## config.mk

```make
export PLATFORM = sky130hd
export DESIGN_NAME = bert_rx_sync
export DESIGN_NICKNAME = d
export VERILOG_FILES = /design/src/rtl/bert_rx_sync.sv
export SDC_FILE = /design/constraint.sdc
export NUM_CORES = 1
export LEC_CHECK = 0
export BUFFER_PORTS_ARGS = -buffer_cell sky130_fd_sc_hd__buf_2
export CAP_MARGIN = 15
export CORE_UTILIZATION = 60
export DETAILED_ROUTE_END_ITERATION = 7
export HOLD_SLACK_MARGIN = 0.03
export PLACE_DENSITY = 0.82
export RECOVER_POWER = 50
export SLEW_MARGIN = 20
export SYNTH_ARGS = -nofsm -noshare
export SYNTH_HDL_FRONTEND = slang
export SYNTH_SLANG_ARGS = --single-unit
```

## constraint.sdc

```tcl
create_clock -name clk -period 4 [get_ports clk]
set_clock_uncertainty 0.1 [all_clocks]
set_input_delay 0 -clock clk [delete_from_list [all_inputs] [get_ports clk]]
set_output_delay 0 -clock clk [all_outputs]
set_load 0.03 [all_outputs]
```

## src/rtl/bert_rx_sync.sv

```systemverilog
module bert_rx_sync #(
  parameter int SYNC_RUN = 32,
  parameter int WIN      = 64,
  parameter int LOSS_ERR = 6
) (
  input  logic clk,
  input  logic rst_n,
  input  logic adv,
  input  logic mismatch,
  output logic locked,
  output logic chg
);
  localparam int RUN_W = $clog2(SYNC_RUN);
  localparam int WIN_W = $clog2(WIN);
  localparam int LE_W  = $clog2(LOSS_ERR);

  logic [RUN_W-1:0] run_q, run_n;
  logic [WIN_W-1:0] win_q, win_n;
  logic [LE_W-1:0]  errs_q, errs_n;
  logic             lock_n;

  always_comb begin
    lock_n = locked;
    run_n  = run_q;
    win_n  = win_q;
    errs_n = errs_q;
    if (adv) begin
      if (!locked) begin
        if (mismatch) begin
          run_n = '0;
        end else if (run_q == RUN_W'(SYNC_RUN - 1)) begin
          lock_n = 1'b1;
          run_n  = '0;
          win_n  = '0;
          errs_n = '0;
        end else begin
          run_n = run_q + 1'b1;
        end
      end else if (mismatch && errs_q == LE_W'(LOSS_ERR - 1)) begin
        lock_n = 1'b0;
        run_n  = '0;
      end else if (win_q == WIN_W'(WIN - 1)) begin
        win_n  = '0;
        errs_n = '0;
      end else begin
        win_n  = win_q + 1'b1;
        errs_n = errs_q + LE_W'(mismatch);
      end
    end
  end

  assign chg = (lock_n != locked);

  always_ff @(posedge clk or negedge rst_n) begin
    if (!rst_n) begin
      locked <= 1'b0;
      run_q  <= '0;
      win_q  <= '0;
      errs_q <= '0;
    end else begin
      locked <= lock_n;
      run_q  <= run_n;
      win_q  <= win_n;
      errs_q <= errs_n;
    end
  end
endmodule

```

==> metrics.md, run 1 <==
| Metric | Value |
|---|---|
| FMAX | 418.6 MHz |
| Avg Inst Size Synth | 9.859 µm² |
| Port buffer count | 5 |
| Yosys top cell by area | dfrtp_1 |
| Die X | 38.93 µm |
| Pre-CTS setup slack | around 1.7 ns |
| Fin. Hold Viols | 0 |
| Share of the synthesized area in the top cell type | between 40 and 50% |
| Placed insts | 99 |
| Post-DP HPWL | approximately 1200 µm |
| Cell Int Power | 0.3319 mW |
| Worst path required time | approximately 4 ns |
| Area delta synth->final | 8.104% |
| Hold Crit Class | in -> reg |
| First-pass GRT wire length | between 2000 and 2500 µm |
| Total power | 0.5480 mW |
| CP startpoint | run_q[0] |
| Num CTS Buffers | 3 |
| Setup Viol. Count Final | 0 |
| Post-synth top cells | dfrtp_1 (15), nand2_1 (11), nand3_1 (8), nor2_1 (8), o21ai_0 (7) |
| Switch Pwr | ~0.22 mW |
| Final cycle utilization of the critical path | between 50% and 60% |
| Reg-to-reg startpoint | run_q[0] |
| TritonRoute pass-1 iters | 5 |
| H-tree depth | 1 |
| Sink Count | 15 |
| Vias in the first global route | 552 |
| Fin cells | about 110 |
| DRC violations left | 0 |
| DR iter-0 viols | 23 |
| Number of placed I/O pins | 6 |
| Leak | between 0.4 and 0.5 nW |
| Crit path max fanout | 11 |
| Setup WS post-layout | 1.611 ns |
| Clock Tree Root | clkbuf_4 |
| Total number of vias | about 650 |
| Worst Tran Pin Value | around 0.8 ns |
| Fin util | between 70% and 80% |
| Syn Nets | 92 |
| Max-slew violation count | 0 |
| Largest vdd supply drop | 405.5 µV |
| GRT Util Overall | 23.69% |
| Final ANT Viol Nets | 0 |
| CTS tree | yes |
| Setup TNS | 0 ns |
| Switching Fraction | around two fifths |
| Most instantiated library cell after synthesis | dfrtp_1 |
| Max_slew headroom | between 40 and 50% |
| CTS clk-pin slew, worst paths | roughly 0.090 ns |
| Core area | 0.001186 mm² |
| Yosys warns | 0 |
| Critical setup path kind | reg -> reg |
| Yosys cell types | 29 |
| Initial Util | 68.99% |
| ANT cells | 0 |
| Nets@finish | roughly 100 |
| Clk_lat worst skew | 0.28 ns |
| Post-synth EDFFs | 0 |
| RSZ-0062 raised after global routing | false |
| Register area share after synthesis | 45.87% |
| Min Tclk post-route | around 2.4 ns |
| Total congestion overflow | 0 |
| PostCTS Resize Cnt | 0 |
| Largest net degree at the start of global routing | 16 |
| Number of synthesized register bits | 15 |
| Hold Startpoint | mismatch |
| Synth area leaders | dfrtp_1 (46%), ha_1 (7.6%), a22o_1 (5.4%) |
| Die ar. | 0.001516 mm² |
| Share of power burned in registers | 48.0% |
| Top FF cell, synth | dfrtp_1 |
| Die Y | between 30 and 40 µm |
| Synth Cell Area | just over 800 µm² |
| Post-CTS Setup Bufs | 0 |
| Status | completed |
| Ys async rst share | 100.0% |
| PD cells | 619.5 mW/mm² |
| Share of cells above drive strength 1 | between 10% and 20% |
| Gate Count Post-Synth | just over 80 |
| Post-DR vias/cell | ~6.2 |
| Std-Cell Rows | 12 |
| Final WL | roughly 1600 µm |
| Critical path launch point type | flip-flop |
| Clock tree buffer depth | 2 |
| Comb power frac | a little over a third |
| Clock network power share | 15.6% |
| MaxCap Viol Count | 0 |
| Initial antenna violation count | 0 |
| Worst Path Arrival | between 2 and 2.5 ns |
| Routability cong. | 0.7974 |
| Mean routed wirelength per cell | 14.79 µm |
| CP Capture Type | flip-flop |
[metrics by stage]
stage                     cell area, µm²  hold slack, ns
after floorplan                    818.3         -0.3956
after global placement             840.8         -0.1888
after detailed placement           840.8         -0.1834
after CTS                          887.1         0.04368
after global routing               884.6         0.08507
final                              884.6         0.06495
[power groups by stage]
stage	sequential (mW)	clock (mW)	combinational (mW)
5_1_grt	0.271	0.0947	0.217
2_1_floorplan	0.250	0	0.164
3_5_place_dp	0.265	0	0.198
4_1_cts	0.261	0.0878	0.201
6_report	0.263	0.0857	0.199
3_3_place_gp	0.260	0	0.193
[critical path: stages, from the launching register on]
cell and delay [ns]:
dfrtp_1 0.43, ha_1 0.24, and3_1 0.19, ha_1 0.22, nor2b_4 0.15, o211ai_2 0.40
nor2_1 0.22, a221o_1 0.33
[what timing repair did]
| action | in CTS | in global routing |
|---|---|---|
| hold buffers | 2 | 0 |
| endpoints found under the setup margin | 0 | 0 |
| endpoints found under the hold margin | 20 | 0 |
[cell usage in the layout (no fill, tap or decap), types with 2 or more instances in the layout]
master / n
dfrtp_1: 15
nand2_1: 11
nor2_1: 8
nand3_1: 8
o21ai_0: 7
a22o_1: 5
ha_1: 5
clkbuf_4: 3
clkbuf_1: 3
buf_2: 3
and3_1: 2
or4_1: 2
dlygate4sd3_1: 2
[registers in the layout, indices dropped and copies added (netlist names)]
name,flops
win_q,6
run_q,5
errs_q,3
locked,1
[area by class of cell]
type                    instances  area, µm²
clock buffers                   4      26.28
fillers                        82      301.5
inverters                       1      3.754
multi-input cells              64      419.2
flip-flops and latches         15      375.4
well taps                      14      17.52
repair buffers                  7      42.54
[per-layer routing]
metal  part of all wire (%)  global-route usage [%]
met5                      0                       0
met3                    4.6                   5.202
met4                   0.45                   5.172
met1                     50                   33.33
met2                     45                   37.08
[worst paths after layout]
path,depth (start not counted),to,slack [ns]
worst max-delay path,7,win_q[3],1.61
worst min-delay path,4,run_q[4],0.06
worst max register to register,7,win_q[3],1.61
worst min register to register,1,run_q[3],0.40
max in group asynchronous,2,errs_q[2],3.11
min in group asynchronous,2,locked,0.20
[kinds of logic after synthesis]
group / share of synthesized area (%)
mux: 2.599
flops: 45.87
buf+inv: 2.904
simple gates: 23.39
compound gates: 17.58
fa+ha+maj: 7.645
Power figures use the tool's default switching activity.
==> run 2, diff against run 1 <==
- CORE_ASPECT_RATIO: not set -> 1.1
- CORE_UTILIZATION: 60 -> 56
- PLACE_DENSITY: 0.82 -> 0.78
- clock period: 4 -> 2.25 ns (I/O delays scaled with it)
==> metrics.md, run 2 (synthesized netlist as in run 1, its figures left out) <==
| Metric | Value |
|---|---|
| Slowest stage delay, CP | roughly 0.41 ns |
| Worst path slowest cell | dfrtp_1 |
| Largest regs | win_q x6, run_q x5, errs_q x3 |
| Clk_lat worst skew | between 0.2 and 0.3 ns |
| Core area | around 0.0014 mm² |
| RSZ-0062 raised after global routing | false |
| H-tree depth | 1 |
| Total congestion overflow | 0 |
| Min Tclk post-route | around 2.1 ns |
| Total number of vias | around 630 |
| Crit path max-delay family | compound AO/OA/AOI/OAI gates |
| Max_slew headroom | between 40% and 50% |
| Fin. Hold Viols | 0 |
| Post-CTS Setup Bufs | 0 |
| Cells along the critical path | ha_1, and3_1, ha_1, nor2b_4, o211ai_4, nor2_1, a221o_1 |
| Number of placed I/O pins | 6 |
| Setup WS post-layout | around 0.14 ns |
| Worst Path Arrival | between 2 and 2.5 ns |
| Share of cells above drive strength 1 | between 10% and 20% |
| Final WL | 1556 µm |
| Mean routed wirelength per cell | 14.41 µm |
| TritonRoute pass-1 iters | 4 |
| Max-slew violation count | 0 |
| Die Y | 42.09 µm |
| Final cycle utilization of the critical path | a little over nine tenths |
| Crit path max fanout | 7 |
| Port buffer count | 5 |
| Final ANT Viol Nets | 0 |
| DR iter-0 viols | 12 |
| GRT Util Overall | about a quarter |
| Critical setup path kind | reg -> reg |
| DRC violations left | 0 |
| Commonest non-fill, non-tap cell in the layout | dfrtp_1 |
| Post-DP HPWL | roughly 1100 µm |
| Worst Tran Pin Value | slightly below 0.8 ns |
| Worst path required time | between 2 and 2.5 ns |
| FMAX | roughly 470 MHz |
| Commonest non-fill, non-tap cells in the layout | dfrtp_1 (15), nand2_1 (11), nor2_1 (8), nand3_1 (8), o21ai_0 (7) |
| CTS tree | yes |
| Area delta synth->final | 10.40% |
| Clock tree buffer depth | 2 |
| Setup Viol. Count Final | 0 |
| Largest Register | win_q |
| PD cells | approximately 1100 mW/mm² |
| Num CTS Buffers | 3 |
| Initial Util | 59.89% |
| Worst path bufs/invs | 0 |
| Fin util | 66.12% |
| CP Capture Type | flip-flop |
| Max FFs per register | 6 |
| ANT cells | 0 |
| Largest vdd supply drop | 721.4 µV |
| Largest net degree at the start of global routing | 16 |
| Sink Count | 15 |
| Routability cong. | around 0.76 |
| Setup TNS | 0 ns |
| Pre-CTS setup slack | around 0.11 ns |
| CP dominant cell by count | ha_1 |
| CTS clk-pin slew, worst paths | around 0.080 ns |
| Fill cells | approximately 100 |
| Critical path launch point type | flip-flop |
| Std-Cell Rows | 14 |
| Leak | approximately 0.43 nW |
| Vias in the first global route | roughly 570 |
| Status | completed |
| Post-DR vias/cell | 5.815 |
| Die X | 38.45 µm |
| First-pass GRT wire length | between 2000 and 3000 µm |
| Nets@finish | 102 |
| Hold Crit Class | in -> reg |
| Die ar. | 0.001618 mm² |
| Clock Tree Root | clkbuf_4 |
| Total power | roughly 1 mW |
| MaxCap Viol Count | 0 |
| Initial antenna violation count | 0 |
## run 2: worst paths after layout
path	cells past startpoint	slack (ns)	endpoint	from
worst max-delay path	7	0.14	win_q[3]	run_q[0]
max in group asynchronous	2	1.35	run_q[4]	rst_n
worst min register to register	1	0.40	run_q[3]	run_q[3]
min in group asynchronous	2	0.21	win_q[5]	rst_n
worst max register to register	7	0.14	win_q[3]	run_q[0]
worst min-delay path	4	0.07	run_q[4]	mismatch
## run 2: cell type report
cell class	count	area (µm²)	area share, %
multi-input combinational	64	427.9	47.37
sequential	15	375.4	41.55
timing repair buffer	8	50.05	5.540
clock buffer	4	26.28	2.909
tap	16	20.02	2.216
inverter	1	3.754	0.4155
## run 2: worst register-to-register path, delay by kind of cell, from the launching register on
| family | cells | cell delay (ns) |
|---|---|---|
| flops | 1 | 0.41 |
| compound gates | 2 | 0.53 |
| fa+ha+maj | 2 | 0.45 |
| simple gates | 3 | 0.50 |
## run 2: layer usage
layer / global-route usage [%] / share of wire [%] / up-vias
met4: 12.41 / 2.4 / 0
met5: 0 / 0 / -
met3: 4.787 / 4.1 / 5
li1: - / - / 324
met2: 34.58 / 48 / 23
met1: 32.37 / 45 / 276
## run 2: where the power goes
group	internal, mW	switching, mW	total (mW)
Combinational	0.174	0.189	0.363
Sequential	0.357	0.111	0.468
Clock	0.0689	0.0793	0.148
## run 2: stage by stage
step / hold slack [ns] / instances / area (µm²)
2_1_floorplan: -0.3956 / 83 / 818.3
3_3_place_gp: -0.1858 / 102 / 850.8
3_5_place_dp: -0.1832 / 102 / 850.8
4_1_cts: 0.04955 / 108 / 897.1
5_1_grt: 0.07594 / 108 / 903.4
6_report: 0.06650 / 108 / 903.4
## run 2: what timing repair did
item / CTS / global route
gates resized for setup: 0 / 1
endpoints found under the setup margin: 0 / 3
hold endpoints to repair: 20 / 0
hold buffers: 2 / 0
